### src/rtl/seq_pkg.sv
// seq_pkg: shared helpers for the stage enable sequencer.
// Assumes all sizing parameters are positive integers.
package seq_pkg;

    // Width of a register that counts 0..n-1; never less than one bit.
    function automatic int unsigned width_for(input int unsigned n);
        return (n > 1) ? $clog2(n) : 1;
    endfunction

endpackage

### src/rtl/dwell_timer.sv
// dwell_timer: counts run cycles within one stage window and flags the
// final cycle of that window. Assumes DWELL >= 1; count holds while idle.
module dwell_timer
    import seq_pkg::*;
#(
    parameter int unsigned DWELL = 100
) (
    input  logic clk,
    input  logic rst_n,
    input  logic run_i,
    output logic last_o
);
    localparam int unsigned CNT_W = width_for(DWELL);
    localparam logic [CNT_W-1:0] LAST_C = CNT_W'(DWELL - 1);

    logic [CNT_W-1:0] cnt_q;

    // Advance the window count on run cycles, wrapping at the window end.
    always_ff @(posedge clk) begin
        if (!rst_n) begin
            cnt_q <= '0;
        end else if (run_i) begin
            cnt_q <= (cnt_q == LAST_C) ? '0 : cnt_q + CNT_W'(1);
        end
    end

    // Flag the final cycle of a window that is actually being run.
    always_comb begin
        last_o = rst_n && run_i && (cnt_q == LAST_C);
    end

    p_cnt_bound_r1: assert property (@(posedge clk) disable iff (!rst_n)
        cnt_q <= LAST_C);

    p_cnt_hold_r5: assert property (@(posedge clk) disable iff (!rst_n)
        !run_i |=> $stable(cnt_q));

    p_cnt_clear_r6: assert property (@(posedge clk)
        !rst_n |=> cnt_q == '0);

endmodule

### src/rtl/stage_ring.sv
// stage_ring: holds the index of the stage that owns the current window
// and steps it in ascending order with wrap. Assumes NUM >= 1.
module stage_ring
    import seq_pkg::*;
#(
    parameter int unsigned NUM = 10
) (
    input  logic                     clk,
    input  logic                     rst_n,
    input  logic                     adv_i,
    output logic [width_for(NUM)-1:0] idx_o
);
    localparam int unsigned IDX_W = width_for(NUM);
    localparam logic [IDX_W-1:0] LAST_C = IDX_W'(NUM - 1);

    logic [IDX_W-1:0] idx_q;

    // Step to the next stage on each window end, returning to 0 after the last.
    always_ff @(posedge clk) begin
        if (!rst_n) begin
            idx_q <= '0;
        end else if (adv_i) begin
            idx_q <= (idx_q == LAST_C) ? '0 : idx_q + IDX_W'(1);
        end
    end

    assign idx_o = idx_q;

    p_idx_range_r2: assert property (@(posedge clk) disable iff (!rst_n)
        idx_q <= LAST_C);

    p_wrap_r3: assert property (@(posedge clk) disable iff (!rst_n)
        (adv_i && idx_q == LAST_C) |=> idx_q == '0);

    p_idx_hold_r5: assert property (@(posedge clk) disable iff (!rst_n)
        !adv_i |=> $stable(idx_q));

    p_idx_clear_r6: assert property (@(posedge clk)
        !rst_n |=> idx_q == '0);

endmodule

### src/rtl/stage_enable_seq.sv
// stage_enable_seq: rotating one-hot enable generator for a fixed-dwell
// pipeline. Each stage's enable pulses in the last cycle of its window;
// frame_stb marks the last stage. Assumes a single clock and synchronous reset.
module stage_enable_seq
    import seq_pkg::*;
#(
    parameter int unsigned NUM_STAGES   = 10,
    parameter int unsigned DWELL_CYCLES = 100
) (
    input  logic                  clk,
    input  logic                  rst_n,
    input  logic                  run,
    output logic [NUM_STAGES-1:0] stage_en,
    output logic                  frame_stb
);
    localparam int unsigned IDX_W = width_for(NUM_STAGES);

    logic             win_end;
    logic [IDX_W-1:0] cur_idx;

    dwell_timer #(.DWELL(DWELL_CYCLES)) u_timer (
        .clk   (clk),
        .rst_n (rst_n),
        .run_i (run),
        .last_o(win_end)
    );

    stage_ring #(.NUM(NUM_STAGES)) u_ring (
        .clk  (clk),
        .rst_n(rst_n),
        .adv_i(win_end),
        .idx_o(cur_idx)
    );

    // Decode the owning stage into its enable bit at each window end.
    for (genvar k = 0; k < NUM_STAGES; k++) begin : g_en
        assign stage_en[k] = win_end && (cur_idx == IDX_W'(k));
    end

    // Frame strobe accompanies the final stage's capture.
    assign frame_stb = win_end && (cur_idx == IDX_W'(NUM_STAGES - 1));

    p_onehot_en_r2: assert property (@(posedge clk) disable iff (!rst_n)
        $onehot0(stage_en));

    p_frame_last_r4: assert property (@(posedge clk) disable iff (!rst_n)
        frame_stb == stage_en[NUM_STAGES-1]);

    p_quiet_idle_r5: assert property (@(posedge clk) disable iff (!rst_n)
        !run |-> (stage_en == '0 && !frame_stb));

    p_single_pulse_r1: assert property (@(posedge clk) disable iff (!rst_n)
        (DWELL_CYCLES > 1 && stage_en != '0) |=> stage_en == '0);

endmodule

### config.mk
export PLATFORM = sky130hd
export DESIGN_NAME = stage_enable_seq
export DESIGN_NICKNAME = d
export VERILOG_FILES = /design/src/rtl/seq_pkg.sv /design/src/rtl/dwell_timer.sv /design/src/rtl/stage_ring.sv /design/src/rtl/stage_enable_seq.sv
export SDC_FILE = /design/constraint.sdc
export NUM_CORES = 1
export LEC_CHECK = 0
export BUFFER_PORTS_ARGS = -buffer_cell sky130_fd_sc_hd__buf_2
export CAP_MARGIN = 20
export CORE_AREA = 2 2 39 41
export DETAILED_ROUTE_END_ITERATION = 6
export DIE_AREA = 0 0 41 43
export GPL_TIMING_DRIVEN = 1
export PLACE_DENSITY = 0.76
export REMOVE_ABC_BUFFERS = 1
export SLEW_MARGIN = 40
export SYNTH_ARGS = -nofsm -noshare
export SYNTH_HDL_FRONTEND = slang
export SYNTH_SLANG_ARGS = --single-unit
### constraint.sdc
create_clock -name clk -period 2.6 [get_ports clk]
set_input_delay 0.13 -clock clk [delete_from_list [all_inputs] [get_ports clk]]
set_output_delay 0.13 -clock clk [all_outputs]
set_load 0.05 [all_outputs]
==> flow_summary_export.csv <==
group,metric,value,unit
clock_tree,cts_max_path_buffers,2,
pwr,intPower,238,uW
layout,final_common_cell,"buf_2",
run_status,status,"completed",
route,avgViaCountPerCell,5.76,
global_routing,grt_pass1_vias,479,
floorplanning,start_util,0.495,
synth,yosys_warnings,0,
timing,setup_slack,440,ps
timing,slew_violations,0,
pwr,p_seq_frac,0.570,
placement,port_buffers,13,
timing,skew,0.832,ps
clock_tree,cts.sinks,11,
clock_tree,cts_tree,"done",
global_routing,grt_max_degree,10,
floorplanning,num_rows,14,
timing,setup-tns-final,0,ps
pwr,ir_drop,263,uV
min_path,hp-class,"primary input to flip-flop",
global_routing,gr-total-overflow,0,
floorplanning,ios,14,
critical_path,reg2reg_depth,4,
placement,dp_hpwl,991,um
clock_tree,cts_buffers,3,
critical_path,setup.worst_path.start_class,"flip-flop",
clock_tree,cts.clk_slew.worst_paths,60,ps
floorplanning,die_h,43,um
pwr,combPwrFrac,0.054,
layout,drive_gt1_frac,0.250,
pwr,clkPwrFrac,0.376,
timing,setup_viol,0,
synth,ys_seq_elements,11,
pwr,power,307,uW
critical_path,path_class,"flip-flop to output port",
synth,synth_cell_types,31,
global_routing,antenna_found_initial,0,
timing,fmax,0.463,GHz
placement,gp_congestion,0.741,
placement,place_area,714,sq um
synth,postSynthAreaPerCell,8.66,sq um
route,wl_per_cell,11.7,um
clock_tree,cts_resized,0,
clock_tree,cts_hold_buf,0,
timing,finalCriticalPeriod,2160,ps
layout,final_net_count,97,
clock_tree,cts_root_buffer,"clkbuf_4",
layout,antenna_cells,0,
floorplanning,dieArea,1760,sq um
clock_tree,htreeDepth,1,
clock_tree,clkLatencyLatePin,270,ps
critical_path,rr_endpoint,"u_ring.idx_o[1]",
route,postRouteWirelength,1260,um
global_routing,grtUsageTotal,0.165,
pwr,power_leakage,0.000280,uW
critical_path,end_kind,"output port",
route,postRouteAntennaNets,0,
synth,syn_area,684,sq um
placement,detailedPlace.worstSlack,742,ps
critical_path,required,2470,ps
timing,max_slew_margin,0.643,
route,drc,0,
layout,final_cell_mix,"13 x buf_2, 11 x dfxtp_1, 9 x nor2_1",
critical_path,rr_startpoint,"u_timer.cnt_q[0]",
route,vias,622,
timing,rsz0062_at_grt,"no",
pwr,p_sw_frac,0.223,
pwr,powerDensity,414,nW/um^2
pwr,p_sw,68.4,uW
synth,syn_inst,79,
critical_path,worstPathMaxFanout,5,
timing,worst_slew_pin_slew,530,ps
floorplanning,die_width,41,um
critical_path,crit_start,"u_timer.cnt_q[0]",
global_routing,grt_pass1_wl,1890,um
timing,finalHoldViolations,0,
layout,syn_to_final_growth,8.23,%
layout,post-route-cell-area,741,sq um
timing,period_share,0.831,
critical_path,critPathCapture,"stage_en[8]",
layout,n_fill_cell,140,
floorplanning,core_area,1380,sq um
run,max_cap_violations,0,
synth,ys_seq_area_frac,0.322,
route,first_pass_iters,5,
route,drt_iter0_markers,10,
critical_path,cp.arrival,2030,ps
clock_tree,post-cts-setup-buffers,0,
critical_path,ff2ff_setup_slack,1130,ps
## how the worst min path moves through the flow
stage	startpoint	slack, ps	depth (start not counted)	endpoint
4_1_cts	rst_n	150	2	u_ring.idx_o[3]
3_3_place_gp	rst_n	430	2	u_ring.idx_o[3]
6_report	rst_n	150	2	u_ring.idx_o[3]
3_5_place_dp	rst_n	430	2	u_ring.idx_o[3]
2_1_floorplan	run	280	2	u_timer.cnt_q[0]
5_1_grt	rst_n	180	2	u_ring.idx_o[3]
## worst max-delay path, cell delays in order, from the launching register on
cell and delay [ps]:
dfxtp_1 370, ha_1 250, nand3b_1 150, or4_4 530, nor3b_2 180, buf_2 280
## stage by stage
stage	std cells	util	hold slack (ps)
CTS	108	0.535	151
global placement	104	0.516	432
detailed placement	104	0.516	434
global route	108	0.535	177
finish	108	0.535	153
floorplan	75	-	278
## power by group through the flow
stage / logic, uW / registers (uW) / clock network, uW
final: 16.6 / 175 / 115
after global routing: 19.5 / 175 / 126
after CTS: 16.7 / 175 / 119
after detailed placement: 16.7 / 179 / 0
after global placement: 16.1 / 178 / 0
after floorplan: 10.6 / 178 / 0
## synthesized netlist by cell type (all sizes together)
cell,n,area [sq um]
nand2,8,30.0
o21ai,5,25.0
and3b,1,8.76
xnor2,2,17.5
ha,1,12.5
and4bb,1,12.5
a31o,1,8.76
buf,2,27.5
or3,2,12.5
inv,3,11.3
nor4,3,18.8
nor3,2,10.0
a21oi,5,25.0
or2b,1,8.76
nand4b,1,8.76
or4,3,26.3
nor2b,1,6.26
nand2b,1,6.26
or2,1,6.26
nor3b,1,12.5
nand3,2,10.0
mux2i,2,20.0
nand3b,1,7.51
nand4,4,25.0
dfxtp,11,220
clkbuf,2,27.5
nor2,9,33.8
nand4bb,1,27.5
xor2,2,17.5
## final cells by class
class / instances / area, sq um / area share
tap: 16 / 20.0 / 0.0270
inverter: 3 / 11.3 / 0.0152
sequential: 11 / 220 / 0.297
multi-input combinational: 61 / 398 / 0.537
timing repair buffer: 13 / 65.1 / 0.0878
clock buffer: 4 / 26.3 / 0.0355
## state kept, by name, indices dropped and copies added (netlist names)
signal         count
u_ring.idx_o       4
u_timer.cnt_q      7
## layer usage
layer  GRT usage  part of all wire  vias to the layer above
met2       0.250              0.47                       17
met5           0                 0                        -
li1            -                 -                      310
met4       0.120             0.032                        0
met1       0.185              0.45                      290
met3      0.0471             0.050                        5
## cells by family after synthesis
logic type | count (synthesis) | synth area share
muxes | 2 | 0.0293
buffers and inverters | 7 | 0.0969
AOI/OAI and AO/OA | 11 | 0.0859
DFF | 11 | 0.322
and+or+nand+nor | 43 | 0.397
adders and majority gates | 1 | 0.0183
xor gates and xnor gates | 4 | 0.0512
Note: power is estimated with default switching activity, not from simulation.
